`config.mk`:
```
export PLATFORM = sky130hd
export DESIGN_NAME = psx_expander
export DESIGN_NICKNAME = d
export VERILOG_FILES = /design/src/rtl/psx_pkg.sv /design/src/rtl/psx_sizer.sv /design/src/rtl/psx_encoder.sv /design/src/rtl/psx_fsm.sv /design/src/rtl/psx_expander.sv
export SDC_FILE = /design/constraint.sdc
export NUM_CORES = 1
export LEC_CHECK = 0
export ABC_AREA = 1
export CAP_MARGIN = 20
export CORE_MARGIN = 2
export CORE_UTILIZATION = 35
export CTS_CLUSTER_DIAMETER = 200
export DETAILED_ROUTE_END_ITERATION = 6
export PLACE_DENSITY_LB_ADDON = 0.05
export SLEW_MARGIN = 20
export SYNTH_ARGS = -nofsm -noshare
export SYNTH_HDL_FRONTEND = slang
export SYNTH_HIERARCHICAL = 1
export SYNTH_SLANG_ARGS = --single-unit
```
`constraint.sdc`:
```
create_clock -name clk -period 1.91 [get_ports clk]
set_clock_uncertainty 0.05 [all_clocks]
set_input_delay 0.382 -clock clk [delete_from_list [all_inputs] [get_ports clk]]
set_output_delay 0.382 -clock clk [all_outputs]
set_load 0.05 [all_outputs]
```
`src/rtl/psx_pkg.sv`:
```
package psx_pkg;
    localparam int unsigned WORD_W  = 32;
    localparam int unsigned REG_W   = 5;
    localparam int unsigned OPC_W   = 3;
    localparam int unsigned STEP_W  = 2;
    localparam int unsigned HALF_W  = WORD_W / 2;

    localparam logic [OPC_W-1:0] OP_COPY    = 3'd0;
    localparam logic [OPC_W-1:0] OP_CONST   = 3'd1;
    localparam logic [OPC_W-1:0] OP_ADDR    = 3'd2;
    localparam logic [OPC_W-1:0] OP_FARLOAD = 3'd3;

    localparam logic [5:0] MOP_RTYPE = 6'd0;
    localparam logic [5:0] MOP_ADDI  = 6'd8;
    localparam logic [5:0] MOP_ORI   = 6'd13;
    localparam logic [5:0] MOP_LUI   = 6'd15;
    localparam logic [5:0] MOP_LW    = 6'd35;
    localparam logic [5:0] FN_ADD    = 6'd32;

    localparam logic [REG_W-1:0] REG_ZERO    = 5'd0;
    localparam logic [REG_W-1:0] REG_SCRATCH = 5'd8;

    typedef enum logic [1:0] {
        ST_IDLE,
        ST_EMIT,
        ST_FAULT
    } state_e;

    function automatic logic [WORD_W-1:0] enc_i(
        input logic [5:0]        opc,
        input logic [REG_W-1:0]  rs,
        input logic [REG_W-1:0]  rt,
        input logic [HALF_W-1:0] imm
    );
        return {opc, rs, rt, imm};
    endfunction

    function automatic logic [WORD_W-1:0] enc_r(
        input logic [REG_W-1:0] rs,
        input logic [REG_W-1:0] rt,
        input logic [REG_W-1:0] rd,
        input logic [4:0]       sa,
        input logic [5:0]       fn
    );
        return {MOP_RTYPE, rs, rt, rd, sa, fn};
    endfunction
endpackage

```
`src/rtl/psx_sizer.sv`:
```
module psx_sizer
    import psx_pkg::*;
(
    input  logic [OPC_W-1:0]  op,
    input  logic [WORD_W-1:0] imm,
    output logic              known,
    output logic [STEP_W-1:0] last_idx
);
    logic fits_short;

    always_comb begin
        fits_short = (imm[WORD_W-1:HALF_W] == {HALF_W{imm[HALF_W-1]}});
        known      = 1'b1;
        last_idx   = '0;
        unique case (op)
            OP_COPY:    last_idx = 2'd0;
            OP_CONST:   last_idx = fits_short ? 2'd0 : 2'd1;
            OP_ADDR:    last_idx = 2'd1;
            OP_FARLOAD: last_idx = 2'd3;
            default: begin
                known    = 1'b0;
                last_idx = 2'd0;
            end
        endcase
    end
endmodule

```
`src/rtl/psx_encoder.sv`:
```
module psx_encoder
    import psx_pkg::*;
(
    input  logic [OPC_W-1:0]  op,
    input  logic [REG_W-1:0]  rd,
    input  logic [REG_W-1:0]  rs,
    input  logic [WORD_W-1:0] imm,
    input  logic              short_form,
    input  logic [STEP_W-1:0] step,
    output logic [WORD_W-1:0] word
);
    logic [HALF_W-1:0] hi_half;
    logic [HALF_W-1:0] lo_half;

    always_comb begin
        hi_half = imm[WORD_W-1:HALF_W];
        lo_half = imm[HALF_W-1:0];
        word    = '0;
        unique case (op)
            OP_COPY: word = enc_i(MOP_ADDI, rs, rd, '0);
            OP_CONST, OP_ADDR: begin
                if (short_form && op == OP_CONST)
                    word = enc_i(MOP_ADDI, REG_ZERO, rd, lo_half);
                else if (step == 2'd0)
                    word = enc_i(MOP_LUI, REG_ZERO, rd, hi_half);
                else
                    word = enc_i(MOP_ORI, rd, rd, lo_half);
            end
            OP_FARLOAD: begin
                unique case (step)
                    2'd0: word = enc_i(MOP_LUI, REG_ZERO, REG_SCRATCH, hi_half);
                    2'd1: word = enc_i(MOP_ORI, REG_SCRATCH, REG_SCRATCH, lo_half);
                    2'd2: word = enc_r(rs, REG_SCRATCH, REG_SCRATCH, 5'd0, FN_ADD);
                    default: word = enc_i(MOP_LW, REG_SCRATCH, rd, '0);
                endcase
            end
            default: word = '0;
        endcase
    end
endmodule

```
`src/rtl/psx_fsm.sv`:
```
module psx_fsm
    import psx_pkg::*;
(
    input  logic              clk,
    input  logic              rst_n,
    input  logic              in_valid,
    input  logic              req_known,
    input  logic              out_ready,
    input  logic [STEP_W-1:0] last_idx,
    output logic              in_ready,
    output logic              out_valid,
    output logic              err,
    output logic              capture,
    output logic [STEP_W-1:0] step
);
    state_e state_q, state_d;
    logic [STEP_W-1:0] step_d;
    logic at_last;

    always_ff @(posedge clk) begin
        if (!rst_n) begin
            state_q <= ST_IDLE;
            step    <= '0;
        end else begin
            state_q <= state_d;
            step    <= step_d;
        end
    end

    always_comb begin
        at_last = (step == last_idx);
        state_d = state_q;
        step_d  = step;
        unique case (state_q)
            ST_IDLE: begin
                if (in_valid) begin
                    state_d = req_known ? ST_EMIT : ST_FAULT;
                    step_d  = '0;
                end
            end
            ST_EMIT: begin
                if (out_ready) begin
                    if (at_last) state_d = ST_IDLE;
                    else         step_d  = step + 1'b1;
                end
            end
            ST_FAULT: state_d = ST_IDLE;
            default:  state_d = ST_IDLE;
        endcase
    end

    always_comb begin
        in_ready  = (state_q == ST_IDLE);
        out_valid = (state_q == ST_EMIT);
        err       = (state_q == ST_FAULT);
        capture   = (state_q == ST_IDLE) && in_valid && req_known;
    end

    // the request side stays closed while a word is on offer
    p_busy_r9: assert property (@(posedge clk) disable iff (!rst_n)
        out_valid |-> !in_ready);

    // the error pulse lasts one cycle and carries no word
    p_err_pulse_r10: assert property (@(posedge clk) disable iff (!rst_n)
        err |=> !err && in_ready && !out_valid);

    // the stream ends after the final word is taken
    p_end_r8: assert property (@(posedge clk) disable iff (!rst_n)
        out_valid && out_ready && at_last |=> !out_valid && in_ready);
endmodule

```
`src/rtl/psx_expander.sv`:
```
module psx_expander
    import psx_pkg::*;
(
    input  logic              clk,
    input  logic              rst_n,
    input  logic              in_valid,
    output logic              in_ready,
    input  logic [2:0]        in_op,
    input  logic [4:0]        in_rd,
    input  logic [4:0]        in_rs,
    input  logic [31:0]       in_imm,
    output logic              out_valid,
    input  logic              out_ready,
    output logic [31:0]       out_word,
    output logic              out_last,
    output logic              out_err
);
    logic              req_known;
    logic [STEP_W-1:0] req_last;
    logic              capture;
    logic [STEP_W-1:0] step;

    logic [OPC_W-1:0]  op_q;
    logic [REG_W-1:0]  rd_q;
    logic [REG_W-1:0]  rs_q;
    logic [WORD_W-1:0] imm_q;
    logic [STEP_W-1:0] last_q;

    psx_sizer u_sizer (
        .op       (in_op),
        .imm      (in_imm),
        .known    (req_known),
        .last_idx (req_last)
    );

    always_ff @(posedge clk) begin
        if (!rst_n) begin
            op_q   <= '0;
            rd_q   <= '0;
            rs_q   <= '0;
            imm_q  <= '0;
            last_q <= '0;
        end else if (capture) begin
            op_q   <= in_op;
            rd_q   <= in_rd;
            rs_q   <= in_rs;
            imm_q  <= in_imm;
            last_q <= req_last;
        end
    end

    psx_fsm u_fsm (
        .clk       (clk),
        .rst_n     (rst_n),
        .in_valid  (in_valid),
        .req_known (req_known),
        .out_ready (out_ready),
        .last_idx  (last_q),
        .in_ready  (in_ready),
        .out_valid (out_valid),
        .err       (out_err),
        .capture   (capture),
        .step      (step)
    );

    psx_encoder u_enc (
        .op         (op_q),
        .rd         (rd_q),
        .rs         (rs_q),
        .imm        (imm_q),
        .short_form (last_q == 2'd0),
        .step       (step),
        .word       (out_word)
    );

    assign out_last = out_valid && (step == last_q);

    // a word waiting for the consumer does not change
    p_hold_r7: assert property (@(posedge clk) disable iff (!rst_n)
        out_valid && !out_ready |=> out_valid && $stable(out_word) && $stable(out_last));

    // every far-load word except the last targets the scratch register
    p_scratch_r6: assert property (@(posedge clk) disable iff (!rst_n)
        out_valid && op_q == OP_FARLOAD && !out_last |-> out_word[20:16] == REG_SCRATCH);
endmodule

```
==> results, run 1 <==
- In this run the core area contains 35 standard-cell rows.
- The number of maximum-capacitance constraint violations is 0.
- For this configuration, the core starts out at a cell density of 0.364.
- The number of H-tree levels is 2.
- Traced cell by cell, the critical path runs through inv_2 > ha_4 > buf_16 > nand2_4 > nand2_2 > nand2_1 > nand2_1 > nand2_2 > nand2_4 > buf_12.
- The total number of clock tree sinks is just over 50.
- The first-pass GRT wire length is around 17000 microns.
- The power density over cell area is between 500 and 600 nW/um^2.
- In this run the clock root is driven by a clkbuf_8.
- The portion of the clock cycle consumed by the worst path in the final layout is 1.10.
- The later pin in the worst-skew pair is clocked with a latency of around 300 ps.
- The number of warnings printed during yosys synthesis is 6.
- Across the VDD grid, the largest voltage drop is roughly 0.30 mV.
- The number of slew-limit violations in the final report is 0.
- The share of the yosys chip area belonging to registers is 0.300.
- The classification of the worst-slack hold path is reg -> reg.
- The die covers between 10000 and 15000 sq um.
- The clock transition time at the flip-flop clock pins of the worst setup and hold paths is 90 ps.
- Detailed placement finished with a half-perimeter wire length of between 7000 and 8000 microns.
- The slack of the critical path is -195 ps.
- Counting the buffers created by CTS gives 5.
- Dividing the synthesized area by the synthesized cell count gives 6.15 sq um.
- The flow ran to the end, but the final reports show violations.
- For this run the aggregate overflow at the end of global routing stands at 0.
- The hold violation total from the final report came to 0.
- The routed length per instance is around 14 microns.
- STA puts the critical path data arrival time at approximately 1700 ps.
- For this design the static power due to leakage is 0.00254 uW.
- The number of distinct library cell variants in the gate-level netlist after synthesis is 30.
- The fraction of layout instances using a drive strength above 1 is 0.399.
- The area growth from synthesis to layout is 67.4%.
- The placed instances occupy a cell area of between 4000 and 5000 sq um.
- For this run, the slowest stage of the critical path takes ~340 ps.
- The number of detailed-routing iterations run before antenna repair is 4.
- The kind of cell adding the most delay to the critical path is buffers and inverters.
- The region available for standard cell placement spans approximately 9300 sq um.
- After detailed routing, the total wire length is approximately 11000 microns.
- The number of antenna repair diodes is 0.
- The number of nets with antenna violations after detailed routing is 0.
- The count of pins on the block boundary is between 80 and 90.
- The count of final setup violators is 25.
- The worst path buffer plus inverter count is 3.
- The summed area of non-filler cells in the final layout is 5690 sq um.
- The slowest cell on the critical path is dfxtp_2.
- The via total after detailed routing is around 3800.
- The number of placed instances with taps included is 769.
- The critical path in this run is classified as reg -> out.
- The number of hold buffers added after cts is 0.
- The iteration-0 DRC count of the detailed router is 160.
- The number of remaining DRC errors is 0.
- Timing analysis after detailed placement gives a worst setup slack of -17.3 ps.
- The element type at the critical path start is a flip-flop.
- The worst path in the final design needs a cycle of about 2100 ps, including I/O delays and setup.
- The highest clock frequency the design can meet is around 480 MHz.
- The count of cells in the finished layout, fillers not included, comes to 795.
- In the global route stage, overall resource usage came out at 0.209.
- The hold slack is 453 ps.
- The clock tree from TritonCTS is done.
- The total nets after synthesis is ~610.
- STA puts the critical path data required time at approximately 1500 ps.
- The checks that failed: setup timing.
- The setup total negative slack is -2890 ps.
- The horizontal extent of the die is 103 microns.
- After detailed routing, the number of vias per cell comes to between 4 and 5.
- The final-stage net count is 720.
- The longest clock path from root to sink contains 2 buffers.
- At the end of routability-driven placement, the weighted congestion stood at between 0.8 and 0.9.
- The count of input and output buffers is 83.
- The cell count after synthesis is around 550.
- Along the worst path, the maximum fanout reaches 7.
- The worst setup path is captured at a primary output.
- The number of synthesized register bits is between 50 and 60.
- Setup repair after global routing could not meet its margin everywhere.
- The netlist area before placement is about 3400 sq um.
- The via count of the first global-routing pass came to 3694.
- The number of antenna violations at the first check in global routing is 0.
- The die is approximately 100 microns tall.
- The largest net degree at the start of global routing is 31.
worst paths after layout:
check	depth (start not counted)	slack [ps]	startpoint	end
setup / recovery	10	-190	u_fsm/step[1]$_SDFFE_PN0P_	out_word[5]
hold / removal	2	450	rd_q[1]$_SDFFE_PN0P_	rd_q[1]$_SDFFE_PN0P_
setup reg to reg	6	440	u_fsm/state_q[1]$_SDFFE_PN0P_	imm_q[12]$_SDFFE_PN0P_
hold reg to reg	2	450	rd_q[1]$_SDFFE_PN0P_	rd_q[1]$_SDFFE_PN0P_
cells in the mapped netlist (all sizes together):
cell | instances | area share
conb | 1 | 0.0011
nor2 | 127 | 0.17
o21ai | 54 | 0.079
buf | 20 | 0.056
o31ai | 1 | 0.0022
nand3b | 2 | 0.0081
nor3 | 3 | 0.0044
dfxtp | 51 | 0.30
ha | 6 | 0.022
nand2 | 206 | 0.24
clkbuf | 8 | 0.0096
or2 | 2 | 0.0037
nand3 | 36 | 0.053
a21oi | 3 | 0.0055
inv | 33 | 0.039
cell families (layout without fill, tap and decap cells):
kind of cell / count (synthesis) / after routing / synth area share
and+or+nand+nor: 376 / 376 / 0.485
buffers and inverters: 61 / 174 / 0.104
AOI/OAI and AO/OA: 58 / 58 / 0.0872
DFF: 51 / 51 / 0.300
adders and majority gates: 6 / 6 / 0.0221
other: 1 / 1 / 0.00110
flip-flops by register name (all words and copies together), names as in the netlist:
signal	flops
u_fsm/state_q	2
imm_q	32
last_q	2
u_fsm/step	2
rd_q	5
rs_q	5
op_q	3
power by group:
group | switching, uW | internal [uW]
clock network | 373 | 252
registers | 79.3 | 1140
logic | 625 | 519
worst min-delay path: stages, from the launching register on:
cell and delay (ps):
dfxtp_1 340, o21ai_1 60, nor2_1 70
stage by stage:
step | power, uW | utilization
2_1_floorplan | 1760 | -
5_1_grt | 3130 | 0.610
6_report | 2990 | 0.610
3_3_place_gp | 2190 | 0.521
4_1_cts | 2920 | 0.575
3_5_place_dp | 2200 | 0.521
layer usage:
metal,GRT usage,up-vias,share of wire
li1,-,1932,-
met1,0.256,1776,0.43
met2,0.359,90,0.49
met3,0.0298,19,0.042
met4,0.103,0,0.036
met5,0,-,0
area by class of cell:
type,instances,area (sq um)
Multi-Input combinational cell,441,2600
Inverter,33,144
Tap cell,129,161
Timing Repair inverter,1,8.76
Sequential cell,51,1040
Fill cell,897,3640
Clock inverter,3,15.0
Clock buffer,5,68.8
Timing Repair Buffer,132,1660
placed cells by master (no fill, tap or decap):
master / n
nand2_1: 125
nor2_1: 79
nand2_2: 52
clkdlybuf4s50_1: 48
dfxtp_1: 44
o21ai_0: 43
buf_12: 36
nor2_2: 33
buf_4: 30
nand2_4: 28
nand3_1: 24
inv_1: 21
nor2_4: 15
buf_6: 14
nand3_2: 12
inv_2: 8
o21ai_1: 6
clkbuf_8: 5
ha_4: 5
dfxtp_2: 4
o21ai_4: 4
clkinv_2: 3
inv_6: 3
dfxtp_4: 3
buf_8: 3
nor3_1: 3
a21oi_1: 2
or2_1: 2
inv_4: 1
buf_16: 1
nand2_8: 1
inv_8: 1
o31ai_4: 1
o21ai_2: 1
ha_1: 1
conb_1: 1
a21oi_2: 1
nand3b_1: 1
nand3b_4: 1
repair_timing:
item,in CTS,in global routing
gates resized for setup,101,64
buffers inserted,6,11
cloned,3,0
pin swaps,20,66
setup endpoints to repair,31,32
Power figures use the tool's default switching activity.
==> run 2: changes to the inputs <==
Settings changed: CELL_PAD_IN_SITES_DETAIL_PLACEMENT set to 2, CELL_PAD_IN_SITES_GLOBAL_PLACEMENT set to 2, CORE_UTILIZATION 35 to 30, DONT_BUFFER_PORTS set to 1.
==> run 2 against run 1 <==
  * Global-route usage up 1.7 points
  * Non-clock buffer count fell by 63
  * First-iteration DRC count down 43%
  * Worst hold slack got worse by 300 ps
  * Critical path depth is 2 lower
  * Flip-flop and latch count unchanged
  * Critical path type unchanged
  * Critical endpoint is now out_word[24]
  * The run still ends with setup timing left
  * Count of clock-buffer cells in the layout is 1 higher
  * Largest power group unchanged
  * Combinational power down 16%
  * Register-to-register slack got worse by 140 ps
  * Die area grew 16%
  * Via count shrank 2.2%
==> results, run 2 (same netlist as run 1, synthesis figures left out) <==
- The slack of the critical path was -225 ps (-30.3 ps).
- The number of H-tree levels is 2 (unchanged).
- In this run the clock root is driven by a clkbuf_16.
- The fraction of the core area covered by cells at the end of the flow is 0.446 (-0.164).
- The fraction of layout instances using a drive strength above 1 was 0.370 (-0.0290).
- The met2 wire length came to 7540 microns (+39%).
- The flip-flop count of the largest register, all copies and words added is 32 (unchanged).
- The hold violation total from the final report is 0 (unchanged).
- The length of routed wiring on met1 is 6000 microns (+25%).
- The portion of the clock cycle consumed by the worst path in the final layout came to 1.12 (+0.0158).
- The total number of clock tree sinks is 51 (unchanged).
- The first-pass GRT wire length is 22100 microns (+28%).
- In the layout the commonest cells are 143 x nand2_1, 83 x nor2_1, 46 x dfxtp_1.
- The total detailed-routing wirelength is 14500 microns (+30%).
- The classification of the worst-slack hold path is in -> reg.
- The worst reg2reg path startpoint is u_fsm/state_q[0]$_SDFFE_PN0P_.
- The routed length per instance came to 19.5 microns (+40%).
- The clock transition time at the flip-flop clock pins of the worst setup and hold paths is 70 ps (-20 ps).
- The number of maximum-capacitance constraint violations is 0 (unchanged).
- The kind of cell adding the most delay to the critical path is simple AND/OR/NAND/NOR gates.
- At the pin with the least slew margin, the transition time is around 740 ps.
- The number of cells in the finished layout apart from fillers was 742 (-6.7%).
- The die area came to 12200 sq um (+16%).
- The overall power is 3280 uW (+9.8%).
- The starting density of the core is 0.311 (-0.0536).
- The number of cells traversed by the worst hold path is 2 (unchanged).
- The aggregate global routing overflow is 0 (unchanged).
- The highest clock frequency the design can meet came to 468 MHz (-1.4%).
- The endpoint identified for the worst register-to-register timing path is last_q[1]$_SDFFE_PN0P_.
- The largest stage delay on the critical path is 330 ps (about the same).
- The worst pin sits at a relative slew slack of 0.509.
- The aggregate global-route resource usage came to 0.226 (+0.0171).
- The time the worst path needs with I/O delays and setup is 2130 ps (+30.3 ps).
- The category of the most critical setup path is reg -> out.
- The leading cell type in the layout, fill and taps excluded is nand2_1.
- The clock tree from TritonCTS is done.
- The count of final setup violators is 29 (+16%).
- The final reports fail on setup timing.
- The count of input and output buffers is 0 (-100%).
- The number of placed instances with taps included is 716 (-6.9%).
- The run finished, with violations left.
- The endpoint required time on the critical path is 1480 ps (about the same).
- The via count of the first global-routing pass came to 4148 (+12%).
- The setup slack of the worst register-to-register path was 300 ps (-140 ps).
- The highest net fanout along the worst path is 11 (+4).
- The number of nets with antenna violations after detailed routing came to 0 (unchanged).
- The via total after detailed routing is 3734 (-2.2%).
- In the final layout, the registers with the most flip-flops are imm_q (32), rd_q (5), rs_q (5).
- The maximum root-to-sink buffer count is 2 (unchanged).
- The hold path startpoint is in_imm[27].
- The placeable core area is 10900 sq um (+17%).
- The peak supply drop was 0.308 mV (+2.1%).
- The signed area change from the synthesized netlist to the final layout is 43.5%.
- The number of CTS-inserted buffers was 5 (unchanged).
- The worst hold path terminates at imm_q[27]$_SDFFE_PN0P_.
- The total met3 wirelength after detailed routing came to 593 microns (+26%).
- The final-stage net count was 656 (-8.9%).
- The register bank with the most flops is imm_q.
- Among all stages on the critical path, the largest delay is contributed by dfxtp_1.
- The top layer reached by signal wires is met4.
- The number of antenna repair diodes was 0 (unchanged).
- The power density over cell area is 672 nW/um^2 (+28%).
- Setup repair after global routing could not meet its margin everywhere.
- The largest net degree at the start of global routing is 50 (+61%).
- The worst path buffer plus inverter count is 3 (unchanged).
- The number of remaining DRC errors is 0 (unchanged).
- The iteration-0 DRC count of the detailed router was 91 (-43%).
- The critical path data arrival time is 1700 ps (+30 ps).
- The setup slack after placement is -16.9 ps (+0.379 ps).
- The HPWL reported at the end of detailed placement is 9170 microns (+21%).
- The worst setup path is captured at a primary output.
- The horizontal extent of the die is 110 microns (+7.7%).
- The number of cell rows is 38 (+8.6%).
- The setup total negative slack is -3380 ps (-498 ps).
- The via density per instance is 5.03 (+4.8%).
- The clock latency on the worst-skew pair is 300 ps (about the same).
- Walking the worst path, the cells encountered are nor2_1 > nand2_1 > inv_2 > nand2_8 > buf_4 > nand3_1 > nand3_2 > buf_12.
- The count of pins on the block boundary was 85 (unchanged).
- The number of detailed-routing iterations run before antenna repair is 4 (unchanged).
- The number of slew-limit violations in the final report is 0 (unchanged).
- STA classifies the critical path startpoint as a flip-flop.
- The leakage power of the design is 0.00229 uW (-10%).
- The die span in y came to 110 microns (+7.7%).
- The number of antenna violations at the first check in global routing is 0 (unchanged).
- The last weighted congestion value of the routability-driven placer came to 0.784 (-5.9%).
- The length in cells of the worst reg-to-reg path was 6 (unchanged).
[run 2: cell type report]
cell class	count	area [sq um]
fillers	1259	6060
multi-input cells	441	2460
flip-flops and latches	51	1040
repair buffers	69	877
well taps	140	175
inverters	33	154
clock buffers	6	139
clock inverters	2	35.0
[run 2: worst register-to-register path, delay by kind of cell, from the launching register on]
kind                   cells  cell delay [ps]
buffers and inverters      2              610
flip-flops                 1              370
AND/OR/NAND/NOR            4              500
[run 2: repair_timing]
item,in CTS,in global routing
hold buffers,0,0
pin swaps,15,40
endpoints found under the hold margin,0,0
endpoints found under the setup margin,29,32
cloned,1,0
setup buffers,5,13
gates resized for setup,69,50
[run 2: worst max path at each step]
stage	startpoint	endpoint	slack [ps]	depth (start not counted)
6_report	last_q[1]$_SDFFE_PN0P_	out_word[24]	-220	8
5_1_grt	last_q[1]$_SDFFE_PN0P_	out_word[24]	-310	8
4_1_cts	u_fsm/step[1]$_SDFFE_PN0P_	out_word[7]	-160	11
3_5_place_dp	u_fsm/step[1]$_SDFFE_PN0P_	out_word[7]	-20	10
3_3_place_gp	op_q[0]$_SDFFE_PN0P_	out_word[24]	50	7
2_1_floorplan	u_fsm/step[1]$_SDFFE_PN0P_	out_word[29]	-40	6
[run 2: layer usage]
metal,track usage,vias up
met5,0,-
met4,0.0642,0
met3,0.0587,19
met2,0.399,72
met1,0.270,1840
li1,-,1803
[run 2: stage by stage]
step	area, sq um	hold slack (ps)
2_1_floorplan	3520	403
3_3_place_gp	4090	421
3_5_place_dp	4090	433
4_1_cts	4560	147
5_1_grt	4880	150
6_report	4880	151
[run 2: power by group]
part,total [uW],switching (uW),internal (uW)
Combinational,963,597,367
Clock,1110,454,654
Sequential,1210,72.4,1140
Total,3280,1120,2160
